## config.mk

```make
export PLATFORM = sky130hd
export DESIGN_NAME = rtim_group
export DESIGN_NICKNAME = d
export VERILOG_FILES = /design/src/rtl/rtim_pkg.sv /design/src/rtl/rtim_srcsel.sv /design/src/rtl/rtim_counter.sv /design/src/rtl/rtim_toggle.sv /design/src/rtl/rtim_group.sv
export SDC_FILE = /design/constraint.sdc
export NUM_CORES = 1
export LEC_CHECK = 0
export CORE_MARGIN = 4
export CORE_UTILIZATION = 52
export DETAILED_ROUTE_END_ITERATION = 10
export PLACE_DENSITY_LB_ADDON = 0.05
export SLEW_MARGIN = 30
export SYNTH_ARGS = -nofsm -noshare
export SYNTH_HDL_FRONTEND = slang
export SYNTH_SLANG_ARGS = --single-unit
```

## constraint.sdc

```tcl
create_clock -name clk -period 2.5 [get_ports clk]
set_input_delay 0.5 -clock clk [delete_from_list [all_inputs] [get_ports clk]]
set_output_delay 0.5 -clock clk [all_outputs]
set_load 0.01 [all_outputs]
```

## src/rtl/rtim_pkg.sv

```systemverilog
package rtim_pkg;
  localparam int NTMR = 3;

  localparam logic [1:0] ADDR_CTRL = 2'd0;
  localparam logic [1:0] ADDR_T1   = 2'd1;
  localparam logic [1:0] ADDR_T2   = 2'd2;
  localparam logic [1:0] ADDR_T3   = 2'd3;

  // control register layout, bit 0 is the LSB
  typedef struct packed {
    logic       pad;        // b7, never stored
    logic       t3_d16;     // b6
    logic [1:0] t1_src;     // b5:4
    logic       t2_d16;     // b3
    logic       t2_lonly;   // b2
    logic       tgl_lo;     // b1
    logic       tgl_en;     // b0
  } ctrl_t;

  // unified source code decoded by rtim_srcsel
  localparam logic [2:0] SRC_D16  = 3'b000;
  localparam logic [2:0] SRC_D2   = 3'b001;
  localparam logic [2:0] SRC_SUB  = 3'b010;
  localparam logic [2:0] SRC_CASC = 3'b100;
  localparam logic [2:0] SRC_NONE = 3'b011;

  function automatic logic [2:0] head_code(input logic [1:0] sel);
    return (sel == 2'b11) ? SRC_NONE : {1'b0, sel};
  endfunction

  function automatic logic [2:0] chain_code(input logic use_d16);
    return use_d16 ? SRC_D16 : SRC_CASC;
  endfunction
endpackage

```

## src/rtl/rtim_srcsel.sv

```systemverilog
module rtim_srcsel
  import rtim_pkg::*;
(
  input  logic [2:0] code,
  input  logic       tick_d16,
  input  logic       tick_d2,
  input  logic       tick_sub,
  input  logic       casc_uf,
  output logic       cnt_en
);
  always_comb begin
    unique case (code)
      SRC_D16:  cnt_en = tick_d16;
      SRC_D2:   cnt_en = tick_d2;
      SRC_SUB:  cnt_en = tick_sub;
      SRC_CASC: cnt_en = casc_uf;
      default:  cnt_en = 1'b0;
    endcase
  end
endmodule

```

## src/rtl/rtim_counter.sv

```systemverilog
module rtim_counter #(
  parameter int W = 8,
  parameter bit ALLOW_LONLY = 1'b0
) (
  input  logic         clk,
  input  logic         rst,
  input  logic         cnt_en,
  input  logic         wr_hit,
  input  logic         lonly_req,
  input  logic [W-1:0] wr_data,
  output logic [W-1:0] cnt_q,
  output logic         uf,
  output logic         irq_q
);
  logic [W-1:0] latch_q;
  logic         lonly;
  logic [W-1:0] reload_v;

  assign lonly    = ALLOW_LONLY && lonly_req;
  assign uf       = cnt_en && (cnt_q == '0);
  assign reload_v = wr_hit ? wr_data : latch_q;

  always_ff @(posedge clk) begin
    if (rst) begin
      latch_q <= '1;
      cnt_q   <= '1;
      irq_q   <= 1'b0;
    end else begin
      irq_q <= uf;
      if (wr_hit) latch_q <= wr_data;
      if (wr_hit && !lonly) cnt_q <= wr_data;
      else if (uf)          cnt_q <= reload_v;
      else if (cnt_en)      cnt_q <= cnt_q - 1'b1;
    end
  end
endmodule

```

## src/rtl/rtim_toggle.sv

```systemverilog
module rtim_toggle (
  input  logic clk,
  input  logic rst,
  input  logic ctrl_wr,
  input  logic new_en,
  input  logic new_lo,
  input  logic cur_en,
  input  logic cur_lo,
  input  logic uf_src,
  output logic tgl_q
);
  logic restart;
  assign restart = ctrl_wr && ((new_en && !cur_en) || (new_lo != cur_lo));

  always_ff @(posedge clk) begin
    if (rst)          tgl_q <= 1'b1;
    else if (restart) tgl_q <= !new_lo;
    else if (!cur_en) tgl_q <= !cur_lo;
    else if (uf_src)  tgl_q <= !tgl_q;
  end
endmodule

```

## src/rtl/rtim_group.sv

```systemverilog
module rtim_group
  import rtim_pkg::*;
#(
  parameter int W = 8
) (
  input  logic         clk,
  input  logic         rst,
  input  logic         tick_d16,
  input  logic         tick_d2,
  input  logic         tick_sub,
  input  logic         wr_en,
  input  logic [1:0]   wr_addr,
  input  logic [W-1:0] wr_data,
  input  logic [1:0]   rd_addr,
  output logic [W-1:0] rd_data,
  output logic [2:0]   irq,
  output logic         tgl_out
);
  localparam int CW = $bits(ctrl_t);

  ctrl_t                     ctrl_q;
  ctrl_t                     ctrl_d;
  logic                      ctrl_wr;
  logic [NTMR-1:0][W-1:0]    cnt_all;
  logic [NTMR-1:0]           en_v;
  logic [NTMR-1:0]           uf_v;
  logic [NTMR-1:0]           hit_v;
  logic                      en_t1;
  logic                      uf_t1;
  logic [W-1:0]              cnt_t1;
  logic                      irq_t1;
  logic [CW-1:0]             wr_low;

  assign ctrl_wr = wr_en && (wr_addr == ADDR_CTRL);
  assign wr_low  = wr_data[CW-1:0];
  assign ctrl_d  = ctrl_t'({1'b0, wr_low[CW-2:0]});

  always_ff @(posedge clk) begin
    if (rst)          ctrl_q <= '0;
    else if (ctrl_wr) ctrl_q <= ctrl_d;
  end

  // first timer: the head of the chain
  rtim_srcsel u_src_t1 (
    .code     (head_code(ctrl_q.t1_src)),
    .tick_d16 (tick_d16),
    .tick_d2  (tick_d2),
    .tick_sub (tick_sub),
    .casc_uf  (1'b0),
    .cnt_en   (en_t1)
  );

  rtim_counter #(.W(W), .ALLOW_LONLY(1'b0)) u_cnt_t1 (
    .clk       (clk),
    .rst       (rst),
    .cnt_en    (en_t1),
    .wr_hit    (wr_en && (wr_addr == ADDR_T1)),
    .lonly_req (1'b0),
    .wr_data   (wr_data),
    .cnt_q     (cnt_t1),
    .uf        (uf_t1),
    .irq_q     (irq_t1)
  );

  assign en_v[0]    = en_t1;
  assign uf_v[0]    = uf_t1;
  assign cnt_all[0] = cnt_t1;
  assign irq[0]     = irq_t1;
  assign hit_v[0]   = wr_en && (wr_addr == ADDR_T1);

  // chained timers
  for (genvar j = 1; j < NTMR; j++) begin : g_chain
    logic use_d16;
    logic en_j;
    logic uf_j;
    logic irq_j;
    logic [W-1:0] cnt_j;

    assign use_d16  = (j == 1) ? ctrl_q.t2_d16 : ctrl_q.t3_d16;
    assign hit_v[j] = wr_en && (wr_addr == 2'(j + 1));

    rtim_srcsel u_src (
      .code     (chain_code(use_d16)),
      .tick_d16 (tick_d16),
      .tick_d2  (tick_d2),
      .tick_sub (tick_sub),
      .casc_uf  (uf_t1),
      .cnt_en   (en_j)
    );

    rtim_counter #(.W(W), .ALLOW_LONLY(j == 1)) u_cnt (
      .clk       (clk),
      .rst       (rst),
      .cnt_en    (en_j),
      .wr_hit    (hit_v[j]),
      .lonly_req (ctrl_q.t2_lonly),
      .wr_data   (wr_data),
      .cnt_q     (cnt_j),
      .uf        (uf_j),
      .irq_q     (irq_j)
    );

    assign en_v[j]    = en_j;
    assign uf_v[j]    = uf_j;
    assign cnt_all[j] = cnt_j;
    assign irq[j]     = irq_j;
  end

  rtim_toggle u_tgl (
    .clk     (clk),
    .rst     (rst),
    .ctrl_wr (ctrl_wr),
    .new_en  (ctrl_d.tgl_en),
    .new_lo  (ctrl_d.tgl_lo),
    .cur_en  (ctrl_q.tgl_en),
    .cur_lo  (ctrl_q.tgl_lo),
    .uf_src  (uf_v[1]),
    .tgl_q   (tgl_out)
  );

  always_ff @(posedge clk) begin
    if (rst) rd_data <= '0;
    else begin
      unique case (rd_addr)
        ADDR_CTRL: rd_data <= W'(ctrl_q);
        ADDR_T1:   rd_data <= cnt_all[0];
        ADDR_T2:   rd_data <= cnt_all[1];
        default:   rd_data <= cnt_all[2];
      endcase
    end
  end
endmodule

```

==> results of run 1 <==
where the power goes:
part | switching, mW | leakage [nW] | internal, mW
combinational | 0.160 | 1.01 | 0.155
sequential | 0.0437 | 0.550 | 1.12
clock | 0.424 | 0.123 | 0.687
total | 0.628 | 1.68 | 1.96
cells in the final DEF, fill, tap and decap left out, types with 11 or more instances in the layout:
master,instances
a21oi_1,19
buf_4,30
clkdlybuf4s50_1,28
dfxtp_1,67
inv_1,11
mux2i_1,21
nand2_1,35
nand2b_1,11
nor2_1,34
nor3_1,24
o21ai_0,14
sequential cells by signal (all words and copies together), names as in the netlist:
name	cells
g_chain.u_cnt.latch_q	16
rd_data	8
u_cnt_t1.irq_q	1
u_cnt_t1.cnt_q	8
g_chain.u_cnt.cnt_q	16
u_tgl.tgl_q	1
g_chain.u_cnt.irq_q	2
ctrl_q	5
g_chain.use_d16	2
u_cnt_t1.latch_q	8
repair_timing:
action	in CTS	in global routing
gates resized for setup	0	1
endpoints found under the setup margin	0	1
endpoints found under the hold margin	0	0
final timing paths:
check | endpoint | slack, ns | startpoint
max reg2reg | g_chain[2].u_cnt.cnt_q[7]$_SDFFE_PP1P_ | 0.12 | u_cnt_t1.cnt_q[0]$_SDFFE_PP1P_
min | g_chain[2].u_cnt.latch_q[4]$_SDFFE_PP1P_ | 0.44 | g_chain[2].u_cnt.latch_q[4]$_SDFFE_PP1P_
max | g_chain[2].u_cnt.cnt_q[7]$_SDFFE_PP1P_ | 0.12 | u_cnt_t1.cnt_q[0]$_SDFFE_PP1P_
min reg2reg | g_chain[2].u_cnt.latch_q[4]$_SDFFE_PP1P_ | 0.44 | g_chain[2].u_cnt.latch_q[4]$_SDFFE_PP1P_
logic make-up (layout without fill, tap and decap cells):
| group | count (synthesis) | after routing | synth area share |
|---|---|---|---|
| AO/OA/AOI/OAI | 86 | 86 | 0.178 |
| XOR/XNOR | 5 | 5 | 0.0130 |
| adder cells (fa/ha/maj) | 3 | 3 | 0.0111 |
| buffers and inverters | 37 | 87 | 0.0489 |
| flip-flops | 67 | 67 | 0.397 |
| multiplexers | 30 | 30 | 0.117 |
| AND/OR/NAND/NOR | 157 | 157 | 0.236 |
cell type report:
type	instances	area (um^2)
clock buffer	11	141
tap	77	96.3
sequential	67	1340
clock inverter	5	100
multi-input combinational	281	1870
timing repair buffer	60	531
inverter	11	41.3
fill	540	2190
cells in the mapped netlist (3+ instances only):
cell type and instances:
a211o_1 5, a211oi_1 6, a21oi_1 19, a31oi_1 8
and2_1 4, buf_4 3, clkbuf_1 19, dfxtp_1 67
ha_1 3, inv_1 11, mux2i_1 21, mux4_2 6
nand2_1 35, nand2b_1 11, nand3_1 10, nor2_1 34
nor2b_1 8, nor3_1 24, nor3b_1 3, nor4_1 8
o211ai_1 4, o21ai_0 14, o21bai_1 6, o31a_1 3
o31ai_1 5, or2_2 3, or3_1 4, or4_1 3
xor2_1 5
metrics by stage:
step / instances / cell area, um^2 / power [mW] / setup WS [ns] / util
3_3_place_gp: 496 / 3880 / 1.50 / 0.0939 / 0.615
5_1_grt: 512 / 4130 / 2.71 / 0.0689 / 0.653
6_report: 512 / 4130 / 2.59 / 0.124 / 0.653
4_1_cts: 512 / 4120 / 2.61 / 0.0604 / 0.653
2_1_floorplan: 385 / 3380 / 1.36 / 0.0283 / -
3_5_place_dp: 496 / 3880 / 1.50 / 0.0682 / 0.615
per-layer routing:
layer | GRT usage | wire length (um) | up-vias
met5 | 0 | 0 | -
met4 | 0.121 | 221 | 0
met3 | 0.0503 | 614 | 15
met2 | 0.382 | 4050 | 102
met1 | 0.355 | 4180 | 1436
li1 | - | - | 1493
worst reg2reg max path, stage by stage (launching register included):
cell and delay, ns:
dfxtp_1 0.31, inv_1 0.07, ha_1 0.15, or4b_4 0.46, or2_4 0.30, o31a_1 0.28, or4_1 0.47, a31o_1 0.23
==> qor.yml, run 1 <==
outcome:
  status: "finished, final reports clean"
timing:
  setup_viol: 0
  tightest_slew_ns: 0.466
  slew_headroom: 0.688
  hold_viol: 0
  drv_slew: 0
  layout_min_cycle_time_ns: 2.38
  worst_hold_slack_ns: 0.442
  tns_ns: 0
  clock_skew_ns: 0.00852
  timing.final.crit_share: 0.950
  grt_setup_unrepaired: "no"
  fmaxAchievable_mhz: 421
critical_path:
  cp.depth: 7
  cp-end-kind: "register"
  crit_buf_inv: 1
  cp.arrival_ns: 2.61
  critical-path-max-stage-delay_ns: 0.47
  path_cells: "inv_1 -> ha_1 -> or4b_4 -> or2_4 -> o31a_1 -> or4_1 -> a31o_1"
  worstSetupPathType: "reg2reg"
  worst_setup_path_start_kind: "register"
  cpLargestDelayFamily: "simple AND/OR/NAND/NOR gates"
  critPathMaxFanout: 5
  worstPathRequired_ns: 2.74
  cp_slowest_cell: "or4_1"
  reg2reg_depth: 7
finish:
  nets: 451
  antenna_cells: 0
  areaGrowthSynthToFinish_pct: 22.1
  post_route_cells_drive_above_1_share: 0.147
clock_network:
  clk_latency_ns: 0.34
  cts.sink_count: 67
  postCtsSetupRepairBufs: 0
  cts_tree: "yes"
  postCtsHoldBufs: 0
  cts_max_path_buffers: 2
  cts_buffers: 9
  cts_root_buf: "clkbuf_8"
  path_clk_slew_ns: 0.07
  htree_num_levels: 3
power_and_ir_drop:
  static-leakage-power_nw: 1.68
  p_per_area_nw_per_um2: 628
  ir_worst_vdd_mv: 0.413
global_route:
  grt_max_degree: 31
  grt_pass1_wl_mm: 15.0
  track_usage: 0.255
  antenna_found_initial: 0
  overflow: 0
  grt_pass1_vias: 2878
placement:
  io_buffer_count: 29
  routabilityCongestion: 0.873
  hpwl_mm: 6.45
floorplanning:
  die_h_um: 88.6
  num_rows: 29
  io_pins: 30
  die-area_um2: 7850
  die_x_um: 88.6
  core_area_um2: 6310
  initial_core_util: 0.535
hold_path:
  worstHoldPathCells: 2
  hp-class: "reg2reg"
route:
  routed_wl_mm: 9.06
  vias: 3046
  drtAntennaViolNets: 0
  wire_per_inst_um: 17.7
  viasPerCell: 5.95
  drc: 0
  dr.pass1.iters: 5
  drtIter0Drc: 161
synthesis:
  yosys_warnings: 0
  synth.avg_cell_area_um2: 8.77
  netlist_area_um2: 3380
  ys_top_cells_by_area: "dfxtp_1 40%, mux2i_1 6.2%, mux4_2 4.0%, nand2_1 3.9%, nor2_1 3.8%"
  synth-edff-count: 0
  synth-seq-area-share: 0.397
  ys.flop_type: "dfxtp_1"
  async_flop_share: 0
  syn-num-nets: 406
  syn_inst: 385
  synth_top_cell_by_area: "dfxtp_1"
  synth.distinct_cells: 52
  synth_top_area_frac: 0.397
  synth_seq_cells: 67
run:
  maxCapViolCount: 0
Note: power is estimated with default switching activity, not from simulation.
==> run 2, diff against run 1 <==
- CTS_CLUSTER_SIZE: default -> 30
==> results of run 2 <==
No change in the layout: final DEF, timing and power equal those of run 1.
